File: src/rtl/serclk_pkg.sv
package serclk_pkg;

  typedef enum logic [1:0] {
    SRC_DIV1  = 2'b00,
    SRC_DIV8  = 2'b01,
    SRC_DIV32 = 2'b10,
    SRC_RSVD  = 2'b11
  } src_sel_e;

  // Pick the prescaled tick for a source code; reserved code acts as DIV1.
  function automatic logic pick_src_tick(input src_sel_e sel,
                                         input logic tick_mid,
                                         input logic tick_slow);
    case (sel)
      SRC_DIV8:  return tick_mid;
      SRC_DIV32: return tick_slow;
      default:   return 1'b1;
    endcase
  endfunction

  // Cycles between asynchronous bit enables for a given prescale factor.
  function automatic int unsigned async_bit_cycles(input int unsigned pre,
                                                   input int unsigned n,
                                                   input int unsigned os);
    return os * (n + 1) * pre;
  endfunction

endpackage

File: src/rtl/serclk_prescaler.sv
module serclk_prescaler
  import serclk_pkg::*;
#(
  parameter int PRE_W     = 5,
  parameter int MID_SHIFT = 3
) (
  input  logic     clk,
  input  logic     rst_n,
  input  src_sel_e sel,
  output logic     src_tick
);

  logic [PRE_W-1:0] pre_cnt;
  logic             tick_mid;
  logic             tick_slow;

  always_ff @(posedge clk or negedge rst_n) begin
    if (!rst_n) pre_cnt <= '0;
    else        pre_cnt <= pre_cnt + 1'b1;
  end

  assign tick_mid  = &pre_cnt[MID_SHIFT-1:0];
  assign tick_slow = &pre_cnt;
  assign src_tick  = pick_src_tick(sel, tick_mid, tick_slow);

  // slow taps never fire on back-to-back cycles
  assert_mid_spaced_R1: assert property (@(posedge clk) disable iff (!rst_n)
    tick_mid |=> !tick_mid);
  assert_slow_spaced_R1: assert property (@(posedge clk) disable iff (!rst_n)
    tick_slow |=> !tick_slow);

endmodule

File: src/rtl/serclk_reload_div.sv
module serclk_reload_div #(
  parameter int DIV_W = 8
) (
  input  logic             clk,
  input  logic             rst_n,
  input  logic             src_tick,
  input  logic [DIV_W-1:0] reload,
  output logic             div_pulse
);

  logic [DIV_W-1:0] cnt;
  logic             at_zero;

  assign at_zero   = (cnt == '0);
  assign div_pulse = src_tick & at_zero;

  // Reload value is sampled only at underflow, so a running period keeps its length.
  always_ff @(posedge clk or negedge rst_n) begin
    if (!rst_n)          cnt <= '0;
    else if (div_pulse)  cnt <= reload;
    else if (src_tick)   cnt <= cnt - 1'b1;
  end

  // between pulses the counter only moves on source ticks
  assert_hold_without_tick_R2: assert property (@(posedge clk) disable iff (!rst_n)
    !src_tick |=> $stable(cnt));

endmodule

File: src/rtl/serclk_ext_sync.sv
module serclk_ext_sync #(
  parameter int SYNC_STAGES = 2
) (
  input  logic clk,
  input  logic rst_n,
  input  logic ext_pin,
  input  logic invert,
  output logic edge_rise,
  output logic edge_fall
);

  logic [SYNC_STAGES-1:0] chain;
  logic                   level;
  logic                   level_q;

  always_ff @(posedge clk or negedge rst_n) begin
    if (!rst_n) chain <= '0;
    else        chain <= {chain[SYNC_STAGES-2:0], ext_pin};
  end

  assign level = chain[SYNC_STAGES-1] ^ invert;

  always_ff @(posedge clk or negedge rst_n) begin
    if (!rst_n) level_q <= 1'b0;
    else        level_q <= level;
  end

  assign edge_rise = level & ~level_q;
  assign edge_fall = ~level & level_q;

  // a single synchronized sample never yields both edges
  assert_one_edge_R6: assert property (@(posedge clk) disable iff (!rst_n)
    $onehot0({edge_rise, edge_fall}));

endmodule

File: src/rtl/serclk_gen.sv
module serclk_gen
  import serclk_pkg::*;
#(
  parameter int DIV_W       = 8,
  parameter int OS_W        = 4,
  parameter int PRE_W       = 5,
  parameter int MID_SHIFT   = 3,
  parameter int SYNC_STAGES = 2,
  parameter bit UART_ONLY   = 1'b0
) (
  input  logic             clk,
  input  logic             rst_n,
  input  logic [1:0]       src_sel,
  input  logic [DIV_W-1:0] reload,
  input  logic             sync_mode,
  input  logic             ext_dir,
  input  logic             ext_invert,
  input  logic             ext_clk,
  input  logic             txd_data,
  input  logic             txd_pin_sel,
  input  logic             txd_out_en,
  output logic             tx_bit_en,
  output logic             rx_bit_en,
  output logic             sclk_out,
  output logic             sclk_oe,
  output logic             txd_pin_a,
  output logic             txd_pin_b
);

  localparam int NUM_PINS = 2;

  logic              src_tick;
  logic              div_pulse;
  logic              ext_rise;
  logic              ext_fall;
  logic              uart_eff;
  logic              int_sync;
  logic              ext_sync;
  logic [OS_W-1:0]   os_cnt;
  logic              os_wrap;
  logic              sclk_q;
  logic [NUM_PINS-1:0] pin_vec;

  assign uart_eff = UART_ONLY || !sync_mode;
  assign int_sync = !uart_eff && !ext_dir;
  assign ext_sync = !uart_eff && ext_dir;

  serclk_prescaler #(.PRE_W(PRE_W), .MID_SHIFT(MID_SHIFT)) u_pre (
    .clk      (clk),
    .rst_n    (rst_n),
    .sel      (src_sel_e'(src_sel)),
    .src_tick (src_tick)
  );

  serclk_reload_div #(.DIV_W(DIV_W)) u_div (
    .clk       (clk),
    .rst_n     (rst_n),
    .src_tick  (src_tick),
    .reload    (reload),
    .div_pulse (div_pulse)
  );

  serclk_ext_sync #(.SYNC_STAGES(SYNC_STAGES)) u_ext (
    .clk       (clk),
    .rst_n     (rst_n),
    .ext_pin   (ext_clk),
    .invert    (ext_invert),
    .edge_rise (ext_rise),
    .edge_fall (ext_fall)
  );

  // Oversampling stage for asynchronous mode.
  always_ff @(posedge clk or negedge rst_n) begin
    if (!rst_n)         os_cnt <= '0;
    else if (!uart_eff) os_cnt <= '0;
    else if (div_pulse) os_cnt <= os_cnt + 1'b1;
  end

  assign os_wrap = div_pulse && (os_cnt == {OS_W{1'b1}});

  // Internal serial clock, idle high.
  always_ff @(posedge clk or negedge rst_n) begin
    if (!rst_n)                     sclk_q <= 1'b1;
    else if (!int_sync)             sclk_q <= 1'b1;
    else if (div_pulse)             sclk_q <= ~sclk_q;
  end

  always_comb begin
    if (uart_eff) begin
      tx_bit_en = os_wrap;
      rx_bit_en = os_wrap;
    end else if (int_sync) begin
      tx_bit_en = div_pulse & sclk_q;
      rx_bit_en = div_pulse & ~sclk_q;
    end else begin
      tx_bit_en = ext_fall;
      rx_bit_en = ext_rise;
    end
  end

  assign sclk_out = sclk_q;
  assign sclk_oe  = int_sync;

  for (genvar p = 0; p < NUM_PINS; p++) begin : g_pin
    assign pin_vec[p] = (txd_out_en && (txd_pin_sel == p[0])) ? txd_data : 1'b1;
  end

  assign txd_pin_a = pin_vec[0];
  assign txd_pin_b = pin_vec[1];

  // divider pulses only on a prescaled tick (crosses two submodules)
  assert_div_on_tick_R2: assert property (@(posedge clk) disable iff (!rst_n)
    div_pulse |-> src_tick);

  // asynchronous bit enables arise only from a divider pulse
  assert_async_from_div_R3: assert property (@(posedge clk) disable iff (!rst_n)
    (uart_eff && tx_bit_en) |-> (div_pulse && rx_bit_en));

  // internal clock flips after each divider pulse
  assert_sclk_toggles_R5: assert property (@(posedge clk) disable iff (!rst_n)
    (int_sync && div_pulse) |=> (!int_sync || sclk_out != $past(sclk_out)));

  // external mode never drives the clock pin
  assert_ext_no_drive_R6: assert property (@(posedge clk) disable iff (!rst_n)
    ext_sync |-> !sclk_oe);

  // asynchronous-only build never drives the clock and keeps enables paired
  if (UART_ONLY) begin : g_uo_chk
    assert_uo_async_R8: assert property (@(posedge clk) disable iff (!rst_n)
      !sclk_oe && (tx_bit_en == rx_bit_en));
  end

  // disabled transmit output holds both pins at mark level
  assert_txd_idle_R9: assert property (@(posedge clk) disable iff (!rst_n)
    !txd_out_en |-> (txd_pin_a && txd_pin_b));

endmodule

File: config.mk
export PLATFORM = sky130hd
export DESIGN_NAME = serclk_gen
export DESIGN_NICKNAME = d
export VERILOG_FILES = /design/src/rtl/serclk_pkg.sv /design/src/rtl/serclk_prescaler.sv /design/src/rtl/serclk_reload_div.sv /design/src/rtl/serclk_ext_sync.sv /design/src/rtl/serclk_gen.sv
export SDC_FILE = /design/constraint.sdc
export NUM_CORES = 1
export LEC_CHECK = 0
export ABC_AREA = 1
export BUFFER_PORTS_ARGS = -buffer_cell sky130_fd_sc_hd__buf_4
export CAP_MARGIN = 10
export CORE_MARGIN = 1
export CORE_UTILIZATION = 51
export CTS_BUF_LIST = sky130_fd_sc_hd__clkbuf_4
export CTS_CLUSTER_DIAMETER = 100
export DETAILED_ROUTE_END_ITERATION = 10
export PLACE_DENSITY = 0.77
export SLEW_MARGIN = 10
export SYNTH_ARGS = -nofsm -noshare
export SYNTH_HDL_FRONTEND = slang
export SYNTH_SLANG_ARGS = --single-unit
export TNS_END_PERCENT = 1
File: constraint.sdc
create_clock -name clk -period 2 [get_ports clk]
set_clock_uncertainty 0.2 [all_clocks]
set_input_delay 0.2 -clock clk [delete_from_list [all_inputs] [get_ports clk]]
set_output_delay 0.2 -clock clk [all_outputs]
set_load 0.02 [all_outputs]
==> results of run 1 <==
-- layer usage --
layer / wire, µm / global-route usage / vias to the layer above
met5: 0 / 0 / -
met4: 31 / 0.0658 / 0
met2: 1410 / 0.428 / 33
met3: 113 / 0.0348 / 5
li1: - / - / 599
met1: 1220 / 0.267 / 539
-- registers in the layout, indices dropped and copies added (netlist names) --
name,count
u_div.cnt,8
u_pre.pre_cnt,5
os_cnt,4
u_ext.chain,2
sclk_out,1
u_ext.level_q,1
-- metrics by stage --
stage / hold WS (ps) / instances / total power [W] / utilization
2_1_floorplan: -296 / 165 / 0.00111 / -
3_3_place_gp: -104 / 221 / 0.00126 / 0.674
3_5_place_dp: -103 / 221 / 0.00129 / 0.674
4_1_cts: 13.1 / 234 / 0.00153 / 0.749
5_1_grt: 38.9 / 234 / 0.00166 / 0.751
6_report: 8.07 / 234 / 0.00153 / 0.751
-- worst reg2reg max path, stage by stage (launching register included) --
cell and delay, ps:
dfrtp_1 400, ha_2 190, and3_4 170, ha_4 160
nand2_4 60, nand3b_4 100, buf_4 140, buf_4 140
inv_2 60, buf_12 120, nand2_1 60, nand2_1 70
inv_1 40
-- cells by family (layout without fill, tap and decap cells) --
logic type | count (synthesis) | count (layout) | share of synthesized area
xor gates and xnor gates | 6 | 6 | 0.0404
buffers and inverters | 28 | 69 | 0.0855
adders and majority gates | 8 | 8 | 0.0769
DFF | 21 | 21 | 0.404
AOI/OAI and AO/OA | 9 | 9 | 0.0346
and+or+nand+nor | 93 | 93 | 0.358
-- worst paths after layout --
path                                   from        endpoint  slack, ps  cells past startpoint
max reg2reg                u_pre.pre_cnt[0]    u_div.cnt[0]          0                     12
min reg2reg                  u_ext.chain[0]  u_ext.chain[1]        170                      0
max in group asynchronous             rst_n        sclk_out       1230                      2
min                               reload[4]    u_div.cnt[4]          8                      5
max                        u_pre.pre_cnt[0]       tx_bit_en       -230                     10
min in group asynchronous             rst_n       os_cnt[3]        100                      2
-- placed cells by master, fill, tap and decap left out, drive strengths merged, types with 3 or more instances in the layout --
cell / Yosys / final
a21oi: 4 / 4
buf: 1 / 33
clkbuf: 0 / 3
dfrtp: 20 / 20
dlygate4sd3: 0 / 5
ha: 8 / 8
inv: 26 / 26
nand2: 49 / 49
nand3: 23 / 23
nand3b: 3 / 3
nor2: 13 / 13
o21ai: 5 / 5
xnor2: 3 / 3
xor2: 3 / 3
-- final cells by class --
type                            instances  share of cell area
Multi-Input combinational cell        116               0.418
Sequential cell                        21               0.302
Timing Repair Buffer                   38               0.182
Inverter                               27              0.0611
Tap cell                               28              0.0201
Clock buffer                            3              0.0129
Clock inverter                          1             0.00287
-- repair_timing --
item,in CTS,in global routing
hold buffers,5,0
setup buffers,4,0
pin swaps,6,6
setup endpoints to repair,5,10
resized for setup,16,1
endpoints found under the hold margin,25,0
-- power groups by stage --
stage / combinational, W / sequential, W / clock (W)
floorplan: 0.000513 / 0.000596 / 0
global placement: 0.000654 / 0.000610 / 0
detailed placement: 0.000681 / 0.000613 / 0
CTS: 0.000713 / 0.000606 / 0.000212
global route: 0.000820 / 0.000621 / 0.000222
finish: 0.000718 / 0.000607 / 0.000207
==> impl_metrics.ini, run 1 <==
[worst_setup_path]
path_buf_inv = 2
path_delay_family = simple AND/OR/NAND/NOR gates
worst_path_most_repeated_cell = nand2_4
endpoint_kind = output pin
path_max_fanout = 3
slowest_stage = dfrtp_1
worstSetupPathType = reg2out
worstPathCellList = ha_2 > and3_4 > ha_4 > nand2_4 > nand3b_4 > nand2_4 > clkinv_4 > nand3_4 > nand2_1 > buf_6
cp-start-kind = register
cp.required_ps = 1600
cpPeakStageDelay_ps = 400
arrival_ps = 1830

[sta]
setup_viol = 3
finalMaxSlewViolations = 0
period_needed_ps = 2230
max_freq_mhz = 449
tns_ps = -456
fin_ws_ps = -229
rsz0062_at_grt = yes
relSlewSlack = 0.801
final_hold_viol_count = 0
fin_crit_sh = 1.11
tightest_slew_ps = 296

[clocking]
cts-root-buf = clkbuf_4
clk_pin_slew_worst_paths_ps = 120
clk_latency_ps = 300
cts_tree = built
cts_sinks = 21
clock_path_buffers = 2
cts_buffers = 3
htreeDepth = 1

[power_and_ir_drop]
seq_power_share = 0.396
p_sw_w = 0.000649
pwr-share-clk = 0.135
power.leakage_nw = 1.00
irDropWorstVdd_mv = 0.731
swShare = 0.424
pwr-share-comb = 0.468
p_int_w = 0.000883
power.density_nw_per_um2 = 880

[placed_design]
place.gp.congestion = 0.804
dpl-instance-area_um2 = 1560
port_buffers = 24
dp_slack_ps = -102
hpwl_mm = 2.02

[yosys]
ys_seq_area_frac = 0.404
synth_area_leaders = dfrtp_1 38%, nand2_1 13%, nand3_1 8.1%, ha_1 7.7%, inv_1 7.5%
syn_area_um2 = 1300
yosys_warnings = 0
postSynthAreaPerCell_um2 = 7.89
synth_top_area_frac = 0.384
ys.flop_type = dfrtp_1
synth-seq-cells = 21
yosysMostFrequentCell = nand2_1
ys_top_cells_by_count = 46 x nand2_1, 26 x inv_1, 21 x nand3_1
netlist_instances = 165
synth_fp_nets = 192
yosysTopAreaCell = dfrtp_1
synth_edf_count = 0
netlist-cell-type-count = 25
ys_async_sr_fraction = 1.00

[drt]
drc = 0
firstDrtPassIters = 4
route.vias.total = 1176
wl_per_cell_um = 11.9
vias_per_cell = 5.03
wl_mm = 2.77
ant_nets = 0
drtIter0Drc = 28

[grt]
antenna_found_initial = 0
grt_usage = 0.230
grt_pass1_wl_mm = 4.60
overflow = 0
grt_pass1_vias = 1125
grt_max_degree = 22

[layout]
multi_input_area_um2 = 728
fin_nets = 234
fin_area_um2 = 1740
regArea_um2 = 527
drive_gt1_frac = 0.296
n_antenna_cell = 0
fill_cells = 173
area_delta_synth_final_pct = 33.7

[floorplanning]
ios = 25
dieHeight_um = 52.5
core_area_um2 = 2320
rows = 17
dieArea_um2 = 2760
die_w_um = 52.5
start_util = 0.562

[status]
violations = setup timing
outcome = finished, violations left

[job]
maxCapViolations = 0

[worst_hold_path]
hp-class = in2reg
Power figures use the tool's default switching activity.
==> run 2: changes to the inputs <==
Settings changed: RECOVER_POWER from default to 25.
==> impl_metrics.ini, run 2 (synthesized netlist as in run 1, its figures left out) <==
[floorplanning]
die_w_um = 52.5
start_util = 0.562
core_area_um2 = 2320
dieHeight_um = 52.5
dieArea_um2 = 2760
ios = 25
rows = 17

[power_and_ir_drop]
power_w = 0.00153
irDropWorstVdd_mv = 0.731
power.density_nw_per_um2 = 881
power.leakage_nw = 0.999

[clocking]
htreeDepth = 1
cts_sinks = 21
clock_path_buffers = 2
cts-root-buf = clkbuf_4
cts_tree = built
clk_latency_ps = 300
clk_pin_slew_worst_paths_ps = 120
cts_buffers = 3

[sta]
final_hold_viol_count = 0
fin_ws_ps = -229
tightest_slew_ps = 1100
max_freq_mhz = 449
setup_viol = 3
holdWs_ps = 8.07
finalMaxSlewViolations = 0
relSlewSlack = 0.264
fin_crit_sh = 1.11
period_needed_ps = 2230
rsz0062_at_grt = yes

[placed_design]
port_buffers = 24
hpwl_mm = 2.02
place.gp.congestion = 0.804
dp_slack_ps = -102

[grt]
grt_usage = 0.230
overflow = 0
grt_max_degree = 22
grt_pass1_vias = 1125
antenna_found_initial = 0
grt_pass1_wl_mm = 4.60

[drt]
drc = 0
wl_per_cell_um = 11.8
vias_per_cell = 5.03
wl_mm = 2.77
drtIter0Drc = 28
route.vias.total = 1176
firstDrtPassIters = 4
ant_nets = 0

[worst_setup_path]
cp.required_ps = 1600
arrival_ps = 1830
reg2reg_to = u_div.cnt[0]
endpoint_kind = output pin
r2r-start = u_pre.pre_cnt[0]
worstSetupPathType = reg2out
r2r_slack_ps = 0
r2r_cells = 12
cp-startpoint = u_pre.pre_cnt[0]
path_max_fanout = 3
cp-start-kind = register

[status]
outcome = finished, violations left
violations = setup timing

[job]
maxCapViolations = 0

[layout]
fill_cells = 175
area_delta_synth_final_pct = 33.4
fin_nets = 234
regArea_um2 = 527
n_antenna_cell = 0
largest_reg_flops = 8
top_regs = u_div.cnt (8), u_pre.pre_cnt (5), os_cnt (4)
largest-register = u_div.cnt
layout_commonest_cell = nand2_1
final_util = 0.750
final_cell_mix = 42 x nand2_1, 29 x buf_4, 25 x inv_1
drive_gt1_frac = 0.291
multi_input_area_um2 = 728

[worst_hold_path]
hp-start = reload[4]
whs_endpoint = u_div.cnt[4]
hold_depth = 5
hp-class = in2reg
[run 2: changes by cell type in the layout (fill, tap and decap cells not counted), sizes merged]
| cell | previous run | this run |
|---|---|---|
| clkbuf | 3 | 4 |
| buf | 33 | 32 |
[run 2: critical path, cell delays in order (launching register included)]
cell and delay [ps]:
dfrtp_1 400, ha_2 190, and3_4 170, ha_4 160, nand2_4 60, nand3b_4 100, nand2_4 120, clkinv_4 70
nand3_4 60, nand2_1 60, buf_6 130
[run 2: final cells by class]
cell class                 instances  area share
clock buffer                       3      0.0130
clock inverter                     1     0.00288
inverter                          27      0.0612
multi-input combinational        116       0.419
sequential                        21       0.303
tap                               28      0.0202
timing repair buffer              38       0.181
[run 2: per-stage QoR]
stage	cell area [µm²]	setup TNS, ps	std cells
2_1_floorplan	1300	0	165
3_3_place_gp	1560	0	221
3_5_place_dp	1560	-147	221
4_1_cts	1740	-510	234
5_1_grt	1740	-1050	234
6_report	1740	-456	234
[run 2: how the worst max path moves through the flow]
stage / endpoint / slack, ps / cells after the start
after floorplan: rx_bit_en / 70 / 9
after global placement: rx_bit_en / 30 / 10
after detailed placement: rx_bit_en / -100 / 10
after CTS: rx_bit_en / -230 / 10
after global routing: tx_bit_en / -280 / 10
final: tx_bit_en / -230 / 10
[run 2: where the power goes]
part | switching (W) | total (W) | internal [W]
Clock | 0.000132 | 0.000207 | 0.0000747
Sequential | 0.0000989 | 0.000607 | 0.000508
Combinational | 0.000418 | 0.000717 | 0.000299
Total | 0.000649 | 0.00153 | 0.000882
[run 2: per-layer routing]
metal	global-route usage	vias up	share of wire
li1	-	599	-
met1	0.267	539	0.44
met2	0.428	33	0.51
met3	0.0348	5	0.041
met4	0.0658	0	0.011
met5	0	-	0
[run 2: what timing repair did]
item                                   4_1_cts  5_1_grt
pin swaps                                    6        6
hold buffers                                 5        0
endpoints found under the hold margin       25        0
setup buffers                                4        0
setup endpoints to repair                    5       10
gates cloned                                 0        0
gates resized for setup                     16        1
